### src/rtl/rob_pkg.sv
package rob_pkg;

   // Per-entry state kept in the retirement buffer
   typedef struct packed {
      logic valid;
      logic executed;
      logic can_commit;
      logic squashed;
      logic fault;
      logic nonspec;
      logic barrier;
      logic is_load;
      logic is_store;
      logic has_dest;
   } rob_flags_t;

endpackage

### src/rtl/rob_squash_sel.sv
module rob_squash_sel
   import rob_pkg::*;
#(
   parameter int DEPTH = 32,
   parameter int SNW   = 16,
   localparam int CNTW = $clog2(DEPTH + 1)
) (
   input  logic             sq_valid,
   input  logic             sq_from_self,
   input  logic [SNW-1:0]   sq_sn,
   input  rob_flags_t       flags [DEPTH],
   input  logic [SNW-1:0]   sn    [DEPTH],
   output logic [DEPTH-1:0] kill,
   output logic [CNTW-1:0]  freed
);

   logic [SNW-1:0] bound;
   assign bound = sq_from_self ? sq_sn - SNW'(1) : sq_sn;

   // One age comparator per slot; the MSB of the difference gives the sign
   for (genvar g = 0; g < DEPTH; g++) begin : g_cmp
      logic [SNW-1:0] diff;
      assign diff    = sn[g] - bound;
      assign kill[g] = sq_valid && flags[g].valid && !flags[g].squashed &&
                       !diff[SNW-1] && (diff != '0);
   end

   always_comb begin
      freed = '0;
      for (int i = 0; i < DEPTH; i++)
         if (kill[i] && flags[i].has_dest) freed = freed + CNTW'(1);
   end

endmodule

### src/rtl/rob_commit_scan.sv
module rob_commit_scan
   import rob_pkg::*;
#(
   parameter int DEPTH = 32,
   parameter int CW    = 4,
   parameter int SCAN  = 8,
   parameter int SNW   = 16,
   localparam int PW   = $clog2(DEPTH),
   localparam int RW   = $clog2(CW + 1),
   localparam int SW   = $clog2(SCAN + 1),
   localparam int CNTW = $clog2(DEPTH + 1)
) (
   input  logic            hold,
   input  logic            stores_pending,
   input  logic [PW-1:0]   head,
   input  logic [CNTW-1:0] count,
   input  rob_flags_t      flags [DEPTH],
   input  logic [SNW-1:0]  sn    [DEPTH],
   output logic [SW-1:0]   pop_n,
   output logic [RW-1:0]   ret_n,
   output logic [SNW-1:0]  last_sn,
   output logic            exec_req,
   output logic [PW-1:0]   exec_idx,
   output logic            trap,
   output logic [SNW-1:0]  trap_sn
);

   logic [PW-1:0] idx;
   rob_flags_t    f;
   logic          stop;

   always_comb begin
      pop_n    = '0;
      ret_n    = '0;
      last_sn  = '0;
      exec_req = 1'b0;
      exec_idx = '0;
      trap     = 1'b0;
      trap_sn  = '0;
      stop     = hold;
      idx      = head;
      f        = '0;
      for (int k = 0; k < SCAN; k++) begin
         idx = head + PW'(k);
         f   = flags[idx];
         if (!stop) begin
            if (k >= int'(count))         stop = 1'b1;
            else if (ret_n == RW'(CW))    stop = 1'b1;
            else if (f.squashed)          pop_n = pop_n + SW'(1);
            else if (!f.can_commit)       stop = 1'b1;
            else if (!f.executed) begin
               stop = 1'b1;
               if (!(f.barrier && stores_pending)) begin
                  exec_req = 1'b1;
                  exec_idx = idx;
               end
            end
            else if (f.fault) begin
               stop = 1'b1;
               if (ret_n == '0 && !stores_pending) begin
                  trap    = 1'b1;
                  trap_sn = sn[idx];
                  pop_n   = pop_n + SW'(1);
               end
            end
            else begin
               ret_n   = ret_n + RW'(1);
               pop_n   = pop_n + SW'(1);
               last_sn = sn[idx];
            end
         end
      end
   end

endmodule

### src/rtl/rob_ctrl.sv
module rob_ctrl
   import rob_pkg::*;
#(
   parameter int DEPTH   = 32,
   parameter int CW      = 4,
   parameter int SCAN    = 8,
   parameter int SNW     = 16,
   parameter int MAX_MEM = 16,
   localparam int PW     = $clog2(DEPTH),
   localparam int RW     = $clog2(CW + 1),
   localparam int CNTW   = $clog2(DEPTH + 1)
) (
   input  logic            clk,
   input  logic            rst_n,
   input  logic            disp_valid,
   input  logic            disp_executed,
   input  logic            disp_nonspec,
   input  logic            disp_barrier,
   input  logic            disp_load,
   input  logic            disp_store,
   input  logic            disp_has_dest,
   input  logic            lsq_full,
   input  logic            lsq_limit_en,
   output logic            disp_ready,
   output logic [PW-1:0]   disp_idx,
   output logic [SNW-1:0]  disp_sn,
   input  logic            cmp_valid,
   input  logic [PW-1:0]   cmp_idx,
   input  logic            cmp_fault,
   input  logic            stores_pending,
   input  logic            sq_valid,
   input  logic            sq_from_self,
   input  logic [SNW-1:0]  sq_sn,
   output logic [RW-1:0]   cmt_count,
   output logic            done_valid,
   output logic [SNW-1:0]  done_sn,
   output logic            exec_req_valid,
   output logic [PW-1:0]   exec_req_idx,
   output logic            trap_valid,
   output logic [SNW-1:0]  trap_sn,
   output logic            sq_done,
   output logic [CNTW-1:0] sq_freed
);

   localparam int SW = $clog2(SCAN + 1);

   // Elaboration-time parameter checks
   if ((DEPTH & (DEPTH - 1)) != 0 || DEPTH < 2)
      $error("rob_ctrl: DEPTH must be a power of two of at least 2");
   if (CW < 1 || SCAN < CW || SCAN > DEPTH)
      $error("rob_ctrl: need 1 <= CW <= SCAN <= DEPTH");
   if (DEPTH > (1 << (SNW - 1)))
      $error("rob_ctrl: SNW too narrow for wrap-aware age compare");
   if (MAX_MEM < 1 || MAX_MEM > DEPTH)
      $error("rob_ctrl: MAX_MEM out of range");

   rob_flags_t      flags_q [DEPTH];
   rob_flags_t      flags_d [DEPTH];
   logic [SNW-1:0]  sn_q    [DEPTH];
   logic [PW-1:0]   head_q, tail_q;
   logic [CNTW-1:0] count_q;
   logic [SNW-1:0]  next_sn_q;
   logic [CNTW-1:0] mem_cnt;

   logic [DEPTH-1:0] kill;
   logic [CNTW-1:0]  freed;
   logic [SW-1:0]    pop_n;
   logic [RW-1:0]    ret_n;
   logic [SNW-1:0]   last_sn;
   logic             exec_req;
   logic [PW-1:0]    exec_idx;
   logic             trap;
   logic [SNW-1:0]   trap_sn_w;
   logic             disp_fire;

   rob_squash_sel #(.DEPTH(DEPTH), .SNW(SNW)) u_sq (
      .sq_valid(sq_valid), .sq_from_self(sq_from_self), .sq_sn(sq_sn),
      .flags(flags_q), .sn(sn_q), .kill(kill), .freed(freed)
   );

   rob_commit_scan #(.DEPTH(DEPTH), .CW(CW), .SCAN(SCAN), .SNW(SNW)) u_scan (
      .hold(sq_valid), .stores_pending(stores_pending),
      .head(head_q), .count(count_q), .flags(flags_q), .sn(sn_q),
      .pop_n(pop_n), .ret_n(ret_n), .last_sn(last_sn),
      .exec_req(exec_req), .exec_idx(exec_idx),
      .trap(trap), .trap_sn(trap_sn_w)
   );

   // Outstanding memory operations still held
   always_comb begin
      mem_cnt = '0;
      for (int i = 0; i < DEPTH; i++)
         if (flags_q[i].valid && !flags_q[i].squashed &&
             (flags_q[i].is_load || flags_q[i].is_store))
            mem_cnt = mem_cnt + CNTW'(1);
   end

   assign disp_ready = (count_q < CNTW'(DEPTH)) && (mem_cnt < CNTW'(MAX_MEM)) &&
                       !(lsq_limit_en && lsq_full) && !sq_valid;
   assign disp_fire  = disp_valid && disp_ready;
   assign disp_idx   = tail_q;
   assign disp_sn    = next_sn_q;

   assign cmt_count      = ret_n;
   assign done_valid     = (ret_n != '0);
   assign done_sn        = last_sn;
   assign exec_req_valid = exec_req;
   assign exec_req_idx   = exec_idx;
   assign trap_valid     = trap;
   assign trap_sn        = trap_sn_w;

   // Next state of every slot
   always_comb begin
      for (int i = 0; i < DEPTH; i++) begin
         rob_flags_t   f;
         logic [PW-1:0] off;
         f   = flags_q[i];
         off = PW'(i) - head_q;
         if (kill[i]) begin
            f.squashed   = 1'b1;
            f.can_commit = 1'b1;
         end
         if (exec_req && exec_idx == PW'(i))
            f.can_commit = 1'b0;
         if (cmp_valid && cmp_idx == PW'(i) && f.valid && !f.squashed) begin
            f.executed   = 1'b1;
            f.can_commit = 1'b1;
            f.fault      = cmp_fault;
         end
         if (int'(off) < int'(pop_n))
            f.valid = 1'b0;
         if (disp_fire && tail_q == PW'(i)) begin
            f.valid      = 1'b1;
            f.executed   = disp_executed;
            f.can_commit = disp_executed || disp_nonspec || disp_barrier;
            f.squashed   = 1'b0;
            f.fault      = 1'b0;
            f.nonspec    = disp_nonspec;
            f.barrier    = disp_barrier;
            f.is_load    = disp_load;
            f.is_store   = disp_store;
            f.has_dest   = disp_has_dest;
         end
         flags_d[i] = f;
      end
   end

   always_ff @(posedge clk or negedge rst_n) begin
      if (!rst_n) begin
         head_q    <= '0;
         tail_q    <= '0;
         count_q   <= '0;
         next_sn_q <= '0;
         sq_done   <= 1'b0;
         sq_freed  <= '0;
         for (int i = 0; i < DEPTH; i++) begin
            flags_q[i] <= '0;
            sn_q[i]    <= '0;
         end
      end else begin
         for (int i = 0; i < DEPTH; i++) begin
            flags_q[i] <= flags_d[i];
            if (disp_fire && tail_q == PW'(i)) sn_q[i] <= next_sn_q;
         end
         head_q  <= head_q + PW'(pop_n);
         count_q <= count_q - CNTW'(pop_n) + CNTW'(disp_fire);
         if (disp_fire) begin
            tail_q    <= tail_q + PW'(1);
            next_sn_q <= next_sn_q + SNW'(1);
         end
         sq_done  <= sq_valid;
         sq_freed <= sq_valid ? freed : '0;
      end
   end

endmodule

### config.mk
export PLATFORM = sky130hd
export DESIGN_NAME = rob_ctrl
export DESIGN_NICKNAME = d
export VERILOG_FILES = /design/src/rtl/rob_pkg.sv /design/src/rtl/rob_squash_sel.sv /design/src/rtl/rob_commit_scan.sv /design/src/rtl/rob_ctrl.sv
export SDC_FILE = /design/constraint.sdc
export NUM_CORES = 2
export LEC_CHECK = 0
export CAP_MARGIN = 20
export CORE_ASPECT_RATIO = 2
export CORE_MARGIN = 4
export CORE_UTILIZATION = 45
export CTS_CLUSTER_SIZE = 24
export DETAILED_ROUTE_END_ITERATION = 8
export DONT_BUFFER_PORTS = 1
export PLACE_DENSITY = 0.61
export SETUP_SLACK_MARGIN = 0.1
export SLEW_MARGIN = 25
export SYNTH_ARGS = -nofsm -noshare
export SYNTH_HDL_FRONTEND = slang
export SYNTH_SLANG_ARGS = --single-unit
### constraint.sdc
create_clock -name clk -period 25.5 [get_ports clk]
set_input_delay 5.1 -clock clk [delete_from_list [all_inputs] [get_ports clk]]
set_output_delay 5.1 -clock clk [all_outputs]
set_load 0.05 [all_outputs]
==> summary.txt <==
Run status
  • Outcome: completed

GRT
  • Global-route wire length before repair: 706.7 mm
  • Remaining Overflow, GRT: 0
  • Initial antenna violation count: 44
  • GRT Total Usage: 44.48%
  • Vias in the first global route: 87230
  • Pin count of the biggest net entering global routing: 136

Setup path
  • CP Buf/Inv Count: 14
  • CP Class: in2reg
  • CP top delay family: adder cells
  • Setup crit start kind: primary input
  • CP max stage cell: or4b_4
  • Crit. End Element: flop
  • Critical path arrival: 25360 ps
  • Max incr delay on CP: 470 ps
  • Maximum fanout along the worst path: 12
  • Worst Path Required: 26190 ps
  • Most used cell, CP: ha_1
  • Flop-to-flop setup slack: 4110 ps

Clocking
  • Clk_lat worst skew: 790 ps
  • H-tree depth: 3
  • CTS tree: built
  • CTS sink count: 839
  • TritonCTS buffer count: 96
  • Clock root buffer: clkbuf_16
  • Clock buffer depth: 3
  • Clock transition at path regs: 60 ps
  • CTS Hold Bufs: 0

Routing
  • Routed Antenna Nets: 0
  • Pre-antenna DRT Iters: 6
  • 1st-iter DRT viols: 10560
  • Via count: 89910
  • Routed WL per cell: 41.07 um
  • Final WL: 509.9 mm
  • DRC violations left: 0
  • Vias per cell: 7.243

Yosys
  • Synth area leaders: mux4_2 22%, dfrtp_1 21%, mux2_2 6.8%
  • Synth unique cells: 130
  • FFs w/ async S/R, synth: 100.0%
  • Yosys warns: 0
  • Post-synth top flop: dfrtp_1
  • Avg Cell Area, Syn: 10.04 um^2
  • Post-synth EDFFs: 0
  • Share of the synthesized area in the top cell type: 22.34%
  • Top cells by count, synth: 976 x mux4_2, 839 x dfrtp_1, 733 x nand2_1
  • Mapped Cells: 9796
  • Post-synthesis cell type with the largest combined area: mux4_2
  • Mapped Area: 0.09838 mm^2
  • Most common cell in the netlist: mux4_2
  • Post-Syn Nets: 10200
  • Seq cells post-synth: 839
  • Register area share after synthesis: 21.34%

Flow run
  • Max-cap violation count: 0

Die
  • Die area: 0.2266 mm^2
  • Die Ht: 669.2 um
  • Core Rows: 242
  • Die width: 338.6 um
  • Io pins: 109
  • Core area: 0.2174 mm^2
  • Initial Utilization: 45.25%

Hold path
  • Worst hold path class: reg2reg

STA
  • Tcrit/Tclk final: 96.76%
  • Final Max Tran Viols: 0
  • # setup viols final: 0
  • Final Hold Vio Count: 0
  • Unrepaired setup endpoints after global routing: yes
  • Worst-Margin Slew: 1267 ps
  • Slew headroom: 14.17%
  • Fmax: 40.53 MHz
  • Setup Skew: 44.50 ps
  • Min Tclk post-route: 24670 ps
  • Final hold slack: 468.6 ps

Finish
  • Register area: 0.02103 mm^2
  • Area occupied by multi-input gates: 0.07369 mm^2
  • Layout Nets: 9885
  • Layout cells sized above 1: 26.18%
  • Area Overhead vs Synth: 8.279%
  • # fillers: 20150
  • Post-Layout Cell Count: 12410

Placed design
  • Routability Congestion: 1.059
  • PortBufs: 0
  • Dpl cells: 12160
  • Detailed-placement wirelength estimate: 388.0 mm

Pwr
  • Maximum vdd drop: 0.1583 mV
  • PwrDens: 119.9 mW/mm^2
  • LEAKAGE: 43.20 nW
==> metrics by stage <==
stage                     worst slack, ps  area, um^2  utilization [%]  power (mW)  TNS [ps]
final                               826.6      106500            49.00       12.78         0
after global routing                29.97      106400            48.95       13.11         0
after detailed placement           -429.2      102500            47.15       10.75    -942.6
after global placement             -276.6      102300            47.04       10.62    -525.9
after floorplan                     106.6       98660                -       7.366         0
after CTS                           308.5      105800            48.67       12.30         0
==> cell usage in the layout (no fill, tap or decap), types with 72 or more instances in the layout <==
cell,netlist,layout
nand3_1,205,202
xnor2_1,653,630
nand2b_1,83,79
dfrtp_1,839,818
clkbuf_16,0,97
o22ai_1,72,72
and3_1,73,72
o21ai_0,519,482
nor2b_1,105,101
buf_4,22,390
nor3_1,179,157
ha_1,337,326
inv_1,352,349
mux2i_1,249,245
a31oi_1,80,80
nor2_1,578,568
a21o_1,120,120
nand2_1,733,721
mux2_2,593,591
nand4_1,83,83
o21a_1,76,76
xor2_1,138,129
maj3_1,243,231
a21oi_1,425,414
mux4_2,976,976
==> flip-flops by register name, indices dropped and copies added (netlist names) <==
register,count
disp_idx,5
head_q,5
disp_sn,16
sn_q,512
flags_q,288
sq_done,1
count_q,6
sq_freed,6
==> area by class of cell <==
class	count	area share, %
multi-input cells	7753	69.18
repair buffers	419	3.275
flip-flops and latches	839	19.74
inverters	368	1.305
clock inverters	50	0.5485
clock buffers	130	2.545
well taps	2806	3.296
diodes	48	0.1128
==> logic make-up after synthesis <==
family | after synthesis | synth area share [%]
compound gates | 1989 | 13.31
mux | 1820 | 31.69
xor+xnor | 875 | 8.897
simple gates | 2452 | 12.40
buf+inv | 1204 | 4.879
flops | 839 | 21.34
fa+ha+maj | 617 | 7.485
==> power by group <==
| part | internal [mW] | switching [mW] |
|---|---|---|
| Sequential | 1.56 | 0.499 |
| Combinational | 3.42 | 5.75 |
| Clock | 0.826 | 0.715 |
==> timing repair <==
action | in CTS | in global routing
hold endpoints to repair | 0 | 0
setup endpoints to repair | 0 | 6
gates resized for setup | 0 | 54
setup buffers | 0 | 17
==> worst paths after layout <==
kind	start	to	cells after the start
worst min register to register	disp_sn[7]$_DFFE_PN0P_	disp_sn[7]$_DFFE_PN0P_	1
max in group asynchronous	rst_n	flags_q[232]$_DFFE_PN0P_	4
min in group asynchronous	rst_n	sn_q[17]$_DFFE_PN0P_	0
worst min-delay path	disp_sn[7]$_DFFE_PN0P_	disp_sn[7]$_DFFE_PN0P_	1
worst max register to register	flags_q[309]$_DFFE_PN0P_	sn_q[403]$_DFFE_PN0P_	103
worst max-delay path	sq_sn[0]	sq_freed[5]$_DFF_PN0_	114
==> metal layers <==
layer  global-route usage, %  up-vias  wire, um
met1                   42.31    45270    151300
li1                        -    36590         -
met3                   11.27     2347     39190
met5                 0.04252        -       141
met2                   72.81     5678    238500
met4                   52.81       20     80780
Note: power is estimated with default switching activity, not from simulation.
